==> src/rtl/pcfg_pkg.sv <==
package pcfg_pkg;
  localparam int unsigned DATA_W = 32;

  localparam int unsigned SLEEP_BIT  = 26;
  localparam int unsigned LOOP_BIT   = 25;
  localparam int unsigned LOCK_BIT   = 24;
  localparam int unsigned P2_LSB     = 18;
  localparam int unsigned P1_LSB     = 15;
  localparam int unsigned P0_LSB     = 12;
  localparam int unsigned PRIO_LSB   = 9;
  localparam int unsigned LANE_BIT   = 8;
  localparam int unsigned PRESC_LSB  = 4;
  localparam int unsigned PLL_LSB    = 0;
  localparam int unsigned THR_W      = 3;
  localparam int unsigned PRESC_W    = 4;
  localparam int unsigned NUM_PLL    = 4;

  // bits that hold state; everything else is reserved
  localparam logic [DATA_W-1:0] WR_MASK   = 32'h071F_FFFF;
  localparam logic [DATA_W-1:0] LOCK_MASK = 32'h0100_0000;
  localparam logic [DATA_W-1:0] CTRL_RST  =
      (32'd1 << SLEEP_BIT) | (32'd1 << P2_LSB) | (32'd2 << P1_LSB) | (32'd3 << P0_LSB);
endpackage

==> src/rtl/pcfg_ctrl_reg.sv <==
module pcfg_ctrl_reg
  import pcfg_pkg::*;
(
  input  logic              clk,
  input  logic              rst,
  input  logic              wr_stb,
  input  logic [DATA_W-1:0] wdata,
  output logic [DATA_W-1:0] ctrl_q
);
  logic [DATA_W-1:0] ctrl_nxt;

  // lock bit ORs in: software can set it but never clear it
  assign ctrl_nxt = (wdata & WR_MASK) | (ctrl_q & LOCK_MASK);

  always_ff @(posedge clk) begin
    if (rst)         ctrl_q <= CTRL_RST;
    else if (wr_stb) ctrl_q <= ctrl_nxt;
  end


  lock_sticky_chk: assert property (@(posedge clk) disable iff (rst)
    ctrl_q[LOCK_BIT] |=> ctrl_q[LOCK_BIT]);
endmodule

==> src/rtl/pcfg_boot_reg.sv <==
module pcfg_boot_reg #(
  parameter int unsigned         W       = 32,
  parameter logic [W-1:0]        RST_VAL = '0
) (
  input  logic         clk,
  input  logic         rst,
  input  logic         wr_stb,
  input  logic         locked,
  input  logic [W-1:0] wdata,
  output logic [W-1:0] value_q
);
  always_ff @(posedge clk) begin
    if (rst)                     value_q <= RST_VAL;
    else if (wr_stb && !locked)  value_q <= wdata;
  end


  id_hold_chk: assert property (@(posedge clk) disable iff (rst)
    locked |=> $stable(value_q));
endmodule

==> src/rtl/pcfg_regblk.sv <==
module pcfg_regblk
  import pcfg_pkg::*;
#(
  parameter int unsigned       ADDR_W    = 4,
  parameter logic [ADDR_W-1:0] CTRL_ADDR = 4'h0,
  parameter logic [ADDR_W-1:0] ID_ADDR   = 4'h4,
  parameter logic [31:0]       ID_RESET  = 32'h5A17_0001
) (
  input  logic               clk,
  input  logic               rst,
  input  logic [ADDR_W-1:0]  addr,
  input  logic               wr_en,
  input  logic [31:0]        wr_data,
  input  logic               rd_en,
  output logic [31:0]        rd_data,
  output logic               mem_awake,
  output logic               loop_en,
  output logic               boot_locked,
  output logic [THR_W-1:0]   thr_p2,
  output logic [THR_W-1:0]   thr_p1,
  output logic [THR_W-1:0]   thr_p0,
  output logic [THR_W-1:0]   bus_prio,
  output logic               single_lane,
  output logic [PRESC_W-1:0] presc_sel,
  output logic [NUM_PLL-1:0] pll_en,
  output logic [31:0]        cfg_id
);
  logic        hit_ctrl, hit_id;
  logic [31:0] ctrl_q, id_q, rd_mux;

  assign hit_ctrl = (addr == CTRL_ADDR);
  assign hit_id   = (addr == ID_ADDR);

  pcfg_ctrl_reg u_ctrl (
    .clk    (clk),
    .rst    (rst),
    .wr_stb (wr_en && hit_ctrl),
    .wdata  (wr_data),
    .ctrl_q (ctrl_q)
  );

  pcfg_boot_reg #(.W(32), .RST_VAL(ID_RESET)) u_id (
    .clk     (clk),
    .rst     (rst),
    .wr_stb  (wr_en && hit_id),
    .locked  (ctrl_q[LOCK_BIT]),
    .wdata   (wr_data),
    .value_q (id_q)
  );

  always_comb begin
    if (hit_ctrl)    rd_mux = ctrl_q;
    else if (hit_id) rd_mux = id_q;
    else             rd_mux = '0;
  end

  always_ff @(posedge clk) begin
    if (rst)        rd_data <= '0;
    else if (rd_en) rd_data <= rd_mux;
    else            rd_data <= '0;
  end

  // field outputs come straight from register flops
  assign mem_awake   = ctrl_q[SLEEP_BIT];
  assign loop_en     = ctrl_q[LOOP_BIT];
  assign boot_locked = ctrl_q[LOCK_BIT];
  assign thr_p2      = ctrl_q[P2_LSB +: THR_W];
  assign thr_p1      = ctrl_q[P1_LSB +: THR_W];
  assign thr_p0      = ctrl_q[P0_LSB +: THR_W];
  assign bus_prio    = ctrl_q[PRIO_LSB +: THR_W];
  assign single_lane = ctrl_q[LANE_BIT];
  assign presc_sel   = ctrl_q[PRESC_LSB +: PRESC_W];

  for (genvar g = 0; g < NUM_PLL; g++) begin : g_pll
    assign pll_en[g] = ctrl_q[PLL_LSB + g];
  end

  assign cfg_id = id_q;


  rsvd_zero_chk: assert property (@(posedge clk) disable iff (rst)
    (rd_en && hit_ctrl) |=> ((rd_data & ~WR_MASK) == '0));

  unmapped_zero_chk: assert property (@(posedge clk) disable iff (rst)
    (rd_en && !hit_ctrl && !hit_id) |=> (rd_data == '0));

  idle_zero_chk: assert property (@(posedge clk) disable iff (rst)
    !rd_en |=> (rd_data == '0));

  unmapped_wr_chk: assert property (@(posedge clk) disable iff (rst)
    (wr_en && !hit_ctrl && !hit_id) |=> ($stable(ctrl_q) && $stable(id_q)));
endmodule

==> config.mk <==
export PLATFORM = sky130hd
export DESIGN_NAME = pcfg_regblk
export DESIGN_NICKNAME = d
export VERILOG_FILES = /design/src/rtl/pcfg_pkg.sv /design/src/rtl/pcfg_ctrl_reg.sv /design/src/rtl/pcfg_boot_reg.sv /design/src/rtl/pcfg_regblk.sv
export SDC_FILE = /design/constraint.sdc
export NUM_CORES = 1
export LEC_CHECK = 0
export ABC_AREA = 1
export BUFFER_PORTS_ARGS = -buffer_cell sky130_fd_sc_hd__buf_2
export CAP_MARGIN = 5
export CELL_PAD_IN_SITES_DETAIL_PLACEMENT = 0
export CELL_PAD_IN_SITES_GLOBAL_PLACEMENT = 1
export CORE_MARGIN = 4
export CORE_UTILIZATION = 25
export DETAILED_ROUTE_END_ITERATION = 10
export PLACE_DENSITY_LB_ADDON = 0.1
export SLEW_MARGIN = 25
export SYNTH_ARGS = -nofsm -noshare
export SYNTH_HDL_FRONTEND = slang
export SYNTH_HIERARCHICAL = 1
export SYNTH_SLANG_ARGS = --single-unit
==> constraint.sdc <==
create_clock -name clk -period 2.8 [get_ports clk]
set_input_delay 0.42 -clock clk [delete_from_list [all_inputs] [get_ports clk]]
set_output_delay 0.42 -clock clk [all_outputs]
set_load 0.05 [all_outputs]
==> results.md <==
CTS:
- The clock network latency to the later pin of the worst-skew pair is 0.34 ns.
- After clock tree synthesis, the clock-pin slew on the worst setup and hold paths is 0.07 ns.
- Counting the buffers created by CTS gives 9.
- The number of buffers on the longest clock path is 2.
- The level count of the clock H-tree is 3.
- The count of clock tree sinks is 88.
- Buffers added to address setup during post-CTS repair amount to 0.
- The number of buffers inserted by hold repair at cts is 0.
- The clock tree from TritonCTS is built.
- The post-cts repair resize count is 0.
- The tree is rooted in a clkbuf_16.

STA:
- Setup repair after global routing left no endpoint under its margin.
- The worst slew slack as a fraction of its limit is 43.69%.
- The final critical delay including setup and external delays is 1.687 ns.
- The number of slew-limit violations in the final report came to 0.
- The number of hold-slack violations in the final timing report was 0.
- At the pin with the least slew margin, the transition time is 0.8446 ns.
- After layout, the worst setup slack is 1.113 ns.
- The count of final setup violators is 0.
- For the final database, setup skew stands at 0.004222 ns.
- The share of the clock period used by the worst path is 60.24%.
- For the final routed database, the setup TNS stands at 0 ns.
- For this run, the top clock speed supported by timing is 592.9 MHz.

Pwr:
- Power spread over the standard cell area amounts to 617.3 mW/mm².
- The worst-case vdd ir drop is 242.6 µV.
- The analysis attributes to cell leakage a power of 2.256 nW.
- The design draws 3.081 mW.

Finish:
- The total inserted antenna cells is 0.
- The share of final-layout standard cells stronger than drive strength 1 is 36.99%.
- The area growth from synthesis to layout is 25.96%.
- In the final design database the tool counted 646 nets.
- The total of fill cells in the finished design is 1690.
- Leaving out filler cells and counting taps, the final layout contains 822.
- Summing all flip-flop and latch instances after layout gives 0.001762 mm².
- The total area of multi-input combinational cells is 0.001713 mm².

GRT:
- The total overflow left after global routing is 0.
- Entering global routing, the biggest net connects 65 pins.
- The via count of the first global-routing pass was 3257.
- The global-route wire length before repair is 18870 µm.
- The global router's overall resource usage is 13.64%.
- The number of antenna violations at the first check in global routing is 0.

Logic synthesis:
- Summing the areas of all xor and xnor instances in the mapped netlist gives 0% of the synthesized area.
- By area the synthesized netlist is led by dfxtp_1 44%, nand3_1 9.9%, nand3_2 8.1%.
- The cell with the most instances after synthesis is dfxtp_1.
- For this run, the number of Yosys warnings is 6.
- The proportion of register bits with asynchronous set or reset after synthesis is 0%.
- Synthesis handed over a netlist of 496 instances.
- The basic-gate share of the synthesized area counting and, or, nand and nor cells is 34.89%.
- The share of synthesized area occupied by flip-flops and latches is 44.46%.
- The adder-cell share of the synthesized area is 0%.
- The average instance in the mapped netlist occupies 7.989 µm².
- Summing every instance area after synthesis gives 0.003963 mm².
- The synthesized netlist devotes 7.010% of its cell area to compound gates.
- Sorting the synthesized cells by how often they occur yields 88 x dfxtp_1, 83 x nand2_1, 82 x nor2_1, 78 x nand3_1, 46 x inv_1.
- Counting flops with a built-in enable in the synthesized netlist gives 0.
- The primary flip-flop cell chosen by synthesis mapping is dfxtp_1.
- The largest family of logic cells by synthesized area is simple AND/OR/NAND/NOR gates.
- The mux share of post-synthesis cell area is 0%.
- In this run, distinct cell masters in the synthesized netlist total 17.
- The leading area contributor after synthesis is dfxtp_1.
- The area fraction of the dominant cell type after synthesis is 44.46%.
- The synthesized design contains 88 register bits.

Route:
- In the final routed layout, each cell accounts on average for 14.85 µm.
- The final antenna-violating net count is 0.
- The number of DRC violations after detailed-routing iteration 0 is 179.
- The total iterations of the first detailed-routing run is 4.
- In the routed design, unresolved DRC markers number 0.
- After detailed routing, the number of vias per cell comes to 4.153.
- The routed design has 12200 µm of wire.
- The via count of the routed design is 3414.

Placement:
- Including well taps, the total number of placed cells is 806.
- The wire-length estimate of the detail-placed layout is 8062 µm.
- Buffers placed on the I/O ports in this run total 127.
- The global placer's final weighted congestion is 0.6917.
- Timing analysis after detailed placement gives a worst setup slack of 0.8288 ns.

Critical path:
- The cell type with the highest occurrence count on the critical path is nand2_1.
- Data on the critical path is required at its endpoint by 3.00 ns.
- Walking the worst path, the cells encountered are inv_2 -> nand2_1 -> nand2_1 -> nand3_1.
- Among all stages on the critical path, the largest delay is contributed by inv_2.
- The category of the most critical setup path is reg2reg.
- At the worst endpoint, the arrival time is 1.88 ns.
- STA classifies the critical path startpoint as a flop.
- The startpoint identified for the worst register-to-register timing path is u_ctrl/ctrl_q[24]$_SDFFE_PP0P_.
- The endpoint of the worst-slack reg-to-reg timing path is u_id/value_q[16]$_SDFFE_PP1P_.
- Of all nets on the critical path, the largest fanout is 33.
- The count of cells along the worst register-to-register path is 4.
- The largest incremental delay on the critical path is 0.51 ns.
- The element type at the critical path end is a flop.
- The worst setup slack for register-to-register paths is 1.11 ns.

Hold path:
- The worst hold path depth is 2.
- The kind of path behind the tightest hold check is in2reg.
- The startpoint of the lowest-slack hold path is rst.
- For hold timing, the worst endpoint is u_ctrl/ctrl_q[24]$_SDFFE_PP0P_.

Floorplan:
- The number of ports placed on the die boundary is 128.
- The die covers 0.01793 mm².
- Once the floorplan was initialized, standard cells occupied 25.78% of the core.
- Measured along the x axis, the die boundary spans 133.9 µm.
- The core area is 0.01537 mm².
- After floorplanning, the core was divided into 45 placement rows.
- In this run the vertical extent of the chip is 133.9 µm.

Job:
- The number of maximum-capacitance violations is 0.

Outcome:
- The flow ran to the end, and the final reports show no timing, DRC or antenna violations.
-- report_power, final --
group | internal, mW | switching, mW | total, mW
logic | 0.0735 | 0.217 | 0.290
registers | 1.27 | 0.0171 | 1.29
clock network | 0.984 | 0.518 | 1.50
-- layout by cell type (no fill, tap or decap), drive strengths merged --
master,instances
dfxtp,88
nor2,88
clkbuf,10
bufinv,4
nand3,110
clkinv,2
buf,135
nand2,83
inv,50
conb,8
a21oi,33
-- stage by stage --
step                hold slack, ns  util [%]  instance area (µm²)
floorplan                   0.4824         -                 3989
global placement            0.4850     30.07                 4622
detailed placement          0.4846     30.07                 4622
CTS                         0.2893     32.47                 4991
global route                0.3074     32.47                 4991
finish                      0.3021     32.47                 4991
-- worst max-delay path by stage --
stage,startpoint,endpoint,slack (ns)
finish,u_ctrl/ctrl_q[24]$_SDFFE_PP0P_,u_id/value_q[16]$_SDFFE_PP1P_,1.11
global route,u_ctrl/ctrl_q[24]$_SDFFE_PP0P_,u_id/value_q[28]$_SDFFE_PP1P_,0.96
CTS,u_ctrl/ctrl_q[24]$_SDFFE_PP0P_,u_id/value_q[16]$_SDFFE_PP1P_,1.11
detailed placement,addr[2],u_id/value_q[21]$_SDFFE_PP0P_,0.83
global placement,addr[2],u_id/value_q[9]$_SDFFE_PP0P_,0.90
floorplan,addr[1],u_id/value_q[10]$_SDFFE_PP0P_,1.18
-- layer usage --
metal | up-vias | wire length (µm) | track usage, %
li1 | 1762 | - | -
met5 | - | 0 | 0
met3 | 11 | 629 | 3.226
met4 | 0 | 183 | 5.314
met1 | 1557 | 5959 | 18.52
met2 | 84 | 5430 | 20.97
-- layout make-up --
class	instances	share of cell area (%)
inverter	50	3.760
sequential	88	35.30
multi-input combinational	322	34.32
timing repair buffer	135	13.94
tap	211	5.290
clock inverter	6	2.607
clock buffer	10	4.788
-- kinds of logic (layout without fill, tap and decap cells) --
| family | Yosys count | in the layout |
|---|---|---|
| AOI/OAI and AO/OA | 33 | 33 |
| buffers and inverters | 93 | 201 |
| DFF | 88 | 88 |
| other | 1 | 8 |
| and+or+nand+nor | 281 | 281 |
-- flip-flops by register name, indices dropped and copies added, names as in the netlist --
signal and flops:
rd_data 32, u_id/value_q 32, u_ctrl/ctrl_q 24
-- worst max-delay path: cells and delay by family (launching register included) --
family / cells / cell delay (ns)
flops: 1 / 0.38
simple gates: 3 / 0.65
buf+inv: 1 / 0.51
Note: power is estimated with default switching activity, not from simulation.
